[config.mk]
export PLATFORM = sky130hd
export DESIGN_NAME = vecbank_intc
export DESIGN_NICKNAME = d
export VERILOG_FILES = /design/src/rtl/vecbank_intc.sv
export SDC_FILE = /design/constraint.sdc
export NUM_CORES = 1
export LEC_CHECK = 0
export ABC_AREA = 1
export ABC_CLOCK_PERIOD_IN_PS = 1300
export BUFFER_PORTS_ARGS = -buffer_cell sky130_fd_sc_hd__clkbuf_2
export CAP_MARGIN = 20
export CORE_MARGIN = 5
export CORE_UTILIZATION = 39
export DETAILED_ROUTE_END_ITERATION = 16
export GPL_TIMING_DRIVEN = 0
export PLACE_DENSITY = 0.53
export SYNTH_ARGS = -nofsm -noshare
export SYNTH_HDL_FRONTEND = slang
export SYNTH_SLANG_ARGS = --single-unit
[constraint.sdc]
create_clock -name clk -period 1.3 [get_ports clk]
set_input_delay 0.065 -clock clk [delete_from_list [all_inputs] [get_ports clk]]
set_output_delay 0.065 -clock clk [all_outputs]
set_load 0.1 [all_outputs]
[src/rtl/vecbank_intc.sv]
module vecbank_intc #(
  parameter int NUM_BANKS = 4,
  parameter int BANK_W    = 32,
  parameter int ADDR_W    = 8,
  parameter int ENA_OFS   = 32
) (
  input  logic                        clk,
  input  logic                        rst_n,
  input  logic [ADDR_W-1:0]           bus_addr,
  input  logic                        bus_we,
  input  logic [BANK_W-1:0]           bus_wdata,
  output logic [BANK_W-1:0]           bus_rdata,
  input  logic [NUM_BANKS*BANK_W-1:0] src_in,
  output logic [NUM_BANKS-1:0]        irq_out
);
  localparam int NV     = NUM_BANKS * BANK_W;
  localparam int STRIDE = BANK_W / 8;

  logic [NV-1:0] src_q, pend_q, en_q;
  logic [NV-1:0] clr_v, en_d;
  logic [BANK_W-1:0] rd_term [2*NUM_BANKS];

  for (genvar b = 0; b < NUM_BANKS; b++) begin : g_bank
    logic pend_hit, en_hit;
    assign pend_hit = bus_addr == ADDR_W'(b * STRIDE);
    assign en_hit   = bus_addr == ADDR_W'(ENA_OFS + b * STRIDE);
    assign clr_v[b*BANK_W +: BANK_W] = (bus_we && pend_hit) ? bus_wdata : '0;
    assign en_d[b*BANK_W +: BANK_W]  = (bus_we && en_hit) ? bus_wdata
                                                          : en_q[b*BANK_W +: BANK_W];
    assign irq_out[b] = |(pend_q[b*BANK_W +: BANK_W] & en_q[b*BANK_W +: BANK_W]);
    assign rd_term[2*b]   = pend_hit ? pend_q[b*BANK_W +: BANK_W] : '0;
    assign rd_term[2*b+1] = en_hit   ? en_q[b*BANK_W +: BANK_W]   : '0;
  end

  always_comb begin
    bus_rdata = '0;
    for (int t = 0; t < 2*NUM_BANKS; t++) bus_rdata |= rd_term[t];
  end

  always_ff @(posedge clk) begin
    if (!rst_n) begin
      src_q  <= '0;
      pend_q <= '0;
      en_q   <= '0;
    end else begin
      src_q  <= src_in;
      pend_q <= (pend_q & ~clr_v) | (src_in & ~src_q);
      en_q   <= en_d;
    end
  end
endmodule


==> impl_metrics.sql, run 1 <==
INSERT INTO impl_metrics (metric_group, metric, value, unit) VALUES
('grt', 'grt_first_pass_wirelength', '103000', 'µm'),
('timing', 'fin_crit', '1990', 'ps'),
('run', 'maxCapViolCount', '0', ''),
('status', 'violated_checks', 'negative setup slack', ''),
('synth', 'synthesis.instances', '2891', ''),
('timing', 'totalNegativeSetupSlack', '-10780', 'ps'),
('synth', 'synth_top_cells_by_area', 'sky130_fd_sc_hd__dfxtp_1 (42%), sky130_fd_sc_hd__nand2_1 (23%), sky130_fd_sc_hd__nand3_1 (9.0%), sky130_fd_sc_hd__inv_1 (7.4%), sky130_fd_sc_hd__nor2_1 (7.1%)', ''),
('critical_path', 'cp_max_fo', '3', ''),
('power', 'power.share.sequential', '45.0', '%'),
('synth', 'ys_dominant_reg_cell', 'sky130_fd_sc_hd__dfxtp_1', ''),
('timing', 'rsz0062_at_grt', 'true', ''),
('synth', 'yosysWarningCount', '0', ''),
('timing', 'layout_setup_ws', '-695', 'ps'),
('detailed_routing', 'drt_wl_total', '68500', 'µm'),
('synth', 'synth.yosys.seq_area_share', '42.1', '%'),
('critical_path', 'critical_path.n_buffers_inverters', '1', ''),
('layout', 'final_nets', '3476', ''),
('synth', 'synth_most_common_cell', 'sky130_fd_sc_hd__nand2_1', ''),
('layout', 'synthToLayoutAreaGrowth', '43.0', '%'),
('place', 'place_area', '20100', 'µm²'),
('synth', 'syn-num-nets', '3062', ''),
('critical_path', 'cpPeakStageDelay', '350', 'ps'),
('power', 'share_comb_of_total_power', '9.5', '%'),
('grt', 'globalRoute.totalOverflow', '0', ''),
('power', 'part_of_the_power_in_the_clock_network', '45.5', '%'),
('detailed_routing', 'via_count', '18740', ''),
('layout', 'drive_gt1_share', '31.2', '%'),
('timing', 'setup_violation_total_in_the_final_timing_report', '36', ''),
('critical_path', 'worst_setup_path_end_kind', 'primary output', ''),
('clock_network', 'cts-htree-levels', '2', ''),
('place', 'gp_congestion', '0.891', ''),
('clock_network', 'cts.clk_slew.worst_paths', '60', 'ps'),
('place', 'placedCellCount', '3670', ''),
('critical_path', 'crit_path_slowest_cell', 'sky130_fd_sc_hd__nor3_4', ''),
('grt', 'grt.total_usage', '26.2', '%'),
('critical_path', 'crit_arrival', '1930', 'ps'),
('critical_path', 'worst_setup_path_start_kind', 'flop', ''),
('grt', 'grt_pass1_vias', '17976', ''),
('power', 'netSwitchingPower', '7200', 'µW'),
('timing', 'timing.final.hold_violations', '0', ''),
('layout', 'layout.filler_cells', '4429', ''),
('layout', 'layout.core_utilization', '56.1', '%'),
('synth', 'synth-edff-count', '0', ''),
('floorplan', 'placementRows', '79', ''),
('detailed_routing', 'drt.antenna.violating_nets', '0', ''),
('synth', 'post_synth_num_cell_types', '23', ''),
('power', 'cellLeakagePower', '0.0139', 'µW'),
('power', 'power.density_cell_area', '1100', 'nW/µm²'),
('clock_network', 'cts_buffer_depth', '3', ''),
('synth', 'ys_async_rst_share', '0', '%'),
('timing', 'max_slew_margin', '53.6', '%'),
('synth', 'yosys.area.top_type', 'sky130_fd_sc_hd__dfxtp_1', ''),
('timing', 'timing.final.crit_share', '153', '%'),
('synth', 'netlist_area', '18200', 'µm²'),
('clock_network', 'clock_latency', '580', 'ps'),
('detailed_routing', 'detail_route.drc_violations', '0', ''),
('layout', 'layout.cells.non_filler', '3945', ''),
('grt', 'initial_antenna_violation_count', '0', ''),
('layout', 'insertedDiodeCount', '0', ''),
('detailed_routing', 'drtPass1Iterations', '5', ''),
('hold_path', 'holdCritPathClass', 'in -> reg', ''),
('status', 'run_status', 'finished with violations', ''),
('layout', 'fin_area', '26100', 'µm²'),
('clock_network', 'numClockSinks', '384', ''),
('place', 'post-place-ws', '-762', 'ps'),
('floorplan', 'initial_core_util', '39.3', '%'),
('power', 'vdd_ir_drop_max', '0.000897', 'V'),
('detailed_routing', 'wire_per_inst', '17.4', 'µm'),
('synth', 'synth_top_area_share', '42.1', '%'),
('floorplan', 'floorplan.io_pins', '207', ''),
('detailed_routing', 'avgViaCountPerCell', '4.75', '');
[cell families after synthesis]
family | synth area share (%)
AOI/OAI and AO/OA | 0.165
and+or+nand+nor | 45.3
buffers and inverters | 12.4
DFF | 42.1
[tightest hold or removal path, stage by stage]
cell,delay [ps]
sky130_fd_sc_hd__buf_2,160
sky130_fd_sc_hd__buf_2,220
sky130_fd_sc_hd__nand2_1,110
sky130_fd_sc_hd__inv_1,30
[sequential cells by signal, summed over array words and instances (netlist names)]
name and count:
src_q 128, en_q 128, pend_q 128
[through the flow]
step                hold slack, ps  power [µW]
floorplan                      169       14200
global placement               256       15100
detailed placement             261       15100
CTS                           28.0       28800
global route                  74.2       29700
finish                        64.8       28700
[layout make-up]
| class | instances | area share, % |
|---|---|---|
| buffer | 168 | 4.53 |
| clock buffer | 63 | 5.04 |
| clock inverter | 17 | 0.753 |
| inverter | 364 | 5.26 |
| multi-input combinational | 1973 | 37.7 |
| sequential | 384 | 30.3 |
| tap | 607 | 2.91 |
| timing repair buffer | 369 | 13.6 |
[cells in the final DEF (no fill, tap or decap), drive strengths merged]
cell type,netlist,routed
a21oi,6,6
buf,143,163
bufinv,0,4
clkbuf,27,265
clkinv,0,12
dfxtp,384,384
dlygate4sd3,0,172
inv,364,365
nand2,1141,1141
nand3,330,330
nand4,10,10
nor2,353,353
nor3,5,5
or2,128,128
[layer usage]
layer | vias up | GRT usage (%) | routed length [µm]
li1 | 9419 | - | -
met1 | 8637 | 34.8 | 30100
met2 | 578 | 43.9 | 32400
met3 | 106 | 4.19 | 4000
met4 | 0 | 8.07 | 1960
met5 | - | 0 | 0
[timing repair]
item,in CTS,in global routing
gates resized for setup,485,257
pin swaps,104,102
setup buffers,18,6
endpoints found under the setup margin,36,170
hold endpoints to repair,384,0
gates cloned,0,0
hold buffers,173,0
[final timing paths]
check | cells after the start | start | endpoint | slack (ps)
setup reg to reg | 6 | pend_q[39] | pend_q[39] | 460
setup / recovery | 5 | en_q[67] | irq_out[2] | -690
hold reg to reg | 2 | src_q[19] | pend_q[19] | 460
hold / removal | 4 | rst_n | src_q[93] | 60
[power groups by stage]
stage               Combinational, µW  Sequential [µW]  Clock (µW)
floorplan                        1310            12900           0
global placement                 2060            13000           0
detailed placement               2090            13000           0
CTS                              2670            12800       13300
global route                     3010            12900       13800
finish                           2730            12900       13000
No activity file was read; power rests on OpenSTA's default activity.
==> run 2: changes to the inputs <==
--- a/config.mk
+++ b/config.mk
@@ -11,6 +11,7 @@
 export CAP_MARGIN = 20
 export CORE_MARGIN = 5
 export CORE_UTILIZATION = 39
+export CTS_BUF_LIST = sky130_fd_sc_hd__clkbuf_4 sky130_fd_sc_hd__clkbuf_8
 export DETAILED_ROUTE_END_ITERATION = 16
 export GPL_TIMING_DRIVEN = 0
 export PLACE_DENSITY = 0.53
==> impl_metrics.sql, run 2 (synthesis results as in run 1) <==
INSERT INTO impl_metrics (metric_group, metric, value, unit) VALUES
('grt', 'initial_antenna_violation_count', '0', ''),
('detailed_routing', 'drt.antenna.violating_nets', '0', ''),
('detailed_routing', 'detail_route.iter0.violations', '1503', ''),
('detailed_routing', 'avgViaCountPerCell', '4.75', ''),
('power', 'power.density_cell_area', '1080', 'nW/µm²'),
('status', 'violated_checks', 'negative hold slack, negative setup slack', ''),
('grt', 'grt_most_used_layer', 'met2', ''),
('layout', 'layout.filler_cells', '4462', ''),
('floorplan', 'placementRows', '79', ''),
('layout', 'drive_gt1_share', '32.2', '%'),
('floorplan', 'initial_core_util', '39.3', '%'),
('critical_path', 'ff2ff_setup_slack', '510', 'ps'),
('power', 'cellLeakagePower', '0.0140', 'µW'),
('timing', 'max_slew_margin', '50.6', '%'),
('place', 'placement.io_buffers', '172', ''),
('critical_path', 'worst_setup_path_end_kind', 'primary output', ''),
('layout', 'layout.core_utilization', '56.2', '%'),
('clock_network', 'clock_latency', '650', 'ps'),
('critical_path', 'cell_depth_of_the_worst_flop_to_flop_path', '2', ''),
('clock_network', 'tritoncts', 'built', ''),
('grt', 'grt_pass1_vias', '18314', ''),
('layout', 'insertedDiodeCount', '0', ''),
('timing', 'layout_setup_ws', '-771', 'ps'),
('place', 'hpwlAfterDp', '47900', 'µm'),
('critical_path', 'crit_arrival', '2010', 'ps'),
('timing', 'clock_skew', '25.5', 'ps'),
('critical_path', 'crit-reg2reg-launch', 'src_q[100]', ''),
('grt', 'grt_max_degree', '11', ''),
('timing', 'timing.final.crit_share', '159', '%'),
('timing', 'setup_violation_total_in_the_final_timing_report', '154', ''),
('place', 'gp_congestion', '0.891', ''),
('layout', 'largest_registers_ranked_by_flip_flop_count', 'en_q: 128 flops, pend_q: 128 flops, src_q: 128 flops', ''),
('layout', 'final-seq-area', '7910', 'µm²'),
('grt', 'grt.met2_usage', '44.0', '%'),
('grt', 'groute.layer.met1.usage', '34.8', '%'),
('floorplan', 'design.core.area', '46500', 'µm²'),
('clock_network', 'numClockSinks', '384', ''),
('timing', 'hold_slack', '-29.5', 'ps'),
('critical_path', 'critPathKind', 'reg -> out', ''),
('status', 'run_status', 'finished with violations', ''),
('power', 'fin_total_pwr', '28200', 'µW'),
('critical_path', 'critical_path_required', '1240', 'ps'),
('layout', 'final_nets', '3517', ''),
('critical_path', 'critical_path.reg2reg.endpoint', 'pend_q[100]', ''),
('floorplan', 'die_width', '226', 'µm'),
('timing', 'fin_crit', '2070', 'ps'),
('hold_path', 'worst_hold_path.endpoint', 'en_q[2]', ''),
('detailed_routing', 'via_count', '19022', ''),
('grt', 'global_route_met3_utilization', '4.27', '%'),
('grt', 'grt.total_usage', '26.4', '%'),
('timing', 'rsz0062_at_grt', 'true', ''),
('layout', 'most_common_cell_after_layout_fill_and_taps_aside', 'sky130_fd_sc_hd__nand2_1', ''),
('timing', 'drv_slew', '0', ''),
('layout', 'synthToLayoutAreaGrowth', '43.1', '%'),
('layout', 'area_of_the_multi_input_gates', '9800', 'µm²'),
('clock_network', 'cts-htree-levels', '3', ''),
('grt', 'grt_first_pass_wirelength', '104000', 'µm'),
('clock_network', 'cts_root_buf', 'sky130_fd_sc_hd__clkbuf_8', ''),
('detailed_routing', 'drtPass1Iterations', '5', ''),
('hold_path', 'holdCritPathClass', 'in -> reg', ''),
('power', 'vdd_ir_drop_max', '0.000747', 'V'),
('detailed_routing', 'detail_route.drc_violations', '0', ''),
('floorplan', 'floorplan.io_pins', '207', ''),
('hold_path', 'hold_path.startpoint', 'bus_we', ''),
('critical_path', 'worst_setup_path_start_kind', 'flop', ''),
('detailed_routing', 'wire_per_inst', '17.3', 'µm'),
('layout', 'mostFrequentLayoutCells', 'sky130_fd_sc_hd__nand2_1 (996), sky130_fd_sc_hd__inv_1 (361), sky130_fd_sc_hd__nor2_1 (268)', ''),
('detailed_routing', 'drt_wl_total', '69300', 'µm'),
('critical_path', 'cp_max_fo', '3', ''),
('clock_network', 'tritoncts.num_buffers', '71', ''),
('grt', 'globalRoute.totalOverflow', '0', ''),
('floorplan', 'die_h', '226', 'µm'),
('floorplan', 'die_ar', '51200', 'µm²'),
('clock_network', 'cts_buffer_depth', '3', ''),
('clock_network', 'cts.clk_slew.worst_paths', '60', 'ps'),
('run', 'maxCapViolCount', '0', ''),
('timing', 'timing.final.hold_violations', '3', ''),
('timing', 'fmax', '483', 'MHz'),
('timing', 'worst_pin_slew', '740', 'ps'),
('hold_path', 'holdPathStages', '5', '');
## run 2: changes by cell type in the layout (fill, tap and decap cells not counted), moves of 8 or more
cell,before,now
sky130_fd_sc_hd__dfxtp_1,226,215
sky130_fd_sc_hd__dfxtp_2,154,164
sky130_fd_sc_hd__clkbuf_4,5,22
sky130_fd_sc_hd__buf_4,37,45
sky130_fd_sc_hd__buf_6,41,25
sky130_fd_sc_hd__clkbuf_8,12,95
sky130_fd_sc_hd__clkbuf_16,81,36
sky130_fd_sc_hd__dlygate4sd3_1,172,197
## run 2: layer usage
metal	up-vias	share of wire (%)	wire length [µm]
met4	0	2.9	2000
met1	8800	44	30500
li1	9507	-	-
met5	-	0	0
met2	590	47	32600
met3	125	6.0	4180
## run 2: layout make-up
cell class	count	share of cell area, %
Clock inverter	10	0.326
Tap cell	607	2.91
Inverter	364	5.25
Sequential cell	384	30.3
Timing Repair Buffer	380	14.0
Timing Repair inverter	1	0.0192
Multi-Input combinational cell	1974	37.6
Clock buffer	113	5.53
Buffer	170	4.14
## run 2: worst max-delay path by stage
stage | from | to | slack (ps) | depth (start not counted)
after CTS | en_q[76] | irq_out[2] | -840 | 7
after global routing | pend_q[67] | irq_out[2] | -800 | 5
after global placement | bus_addr[7] | bus_rdata[25] | -750 | 10
after floorplan | pend_q[27] | irq_out[0] | 20 | 6
after detailed placement | bus_addr[7] | bus_rdata[13] | -760 | 11
final | pend_q[67] | irq_out[2] | -770 | 5
## run 2: report_power, final
group          leakage, µW  internal (µW)  total (µW)  switching, µW
Clock             0.000800           7200       12500           5340
Combinational      0.00993           1190        2730           1540
Sequential         0.00323          12500       12900            457
Total               0.0140          20800       28200           7340
## run 2: repair_timing
| item | 4_1_cts | 5_1_grt |
|---|---|---|
| endpoints found under the hold margin | 384 | 16 |
| endpoints found under the setup margin | 36 | 230 |
| gates resized for setup | 472 | 237 |
| cloned | 0 | 2 |
| pin swaps | 92 | 94 |
| setup buffers | 3 | 8 |
| hold buffers | 196 | 2 |
## run 2: metrics by stage
step | area, µm² | setup slack, ps | cells | TNS [ps] | hold slack [ps]
2_1_floorplan | 18500 | 18.5 | 2891 | 0 | 169
3_3_place_gp | 20100 | -753 | 3670 | -84720 | 256
3_5_place_dp | 20100 | -762 | 3670 | -87440 | 261
4_1_cts | 25400 | -837 | 3992 | -25110 | -71.5
5_1_grt | 26100 | -802 | 4003 | -31650 | 3.65
6_report | 26100 | -771 | 4003 | -24210 | -29.5
## run 2: critical path, cell delays in order (launching register included)
cell and delay [ps]:
sky130_fd_sc_hd__dfxtp_1 320, sky130_fd_sc_hd__nand2_1 100, sky130_fd_sc_hd__nand4_1 210, sky130_fd_sc_hd__nor3_4 350
sky130_fd_sc_hd__nand2_2 140, sky130_fd_sc_hd__clkbuf_16 220
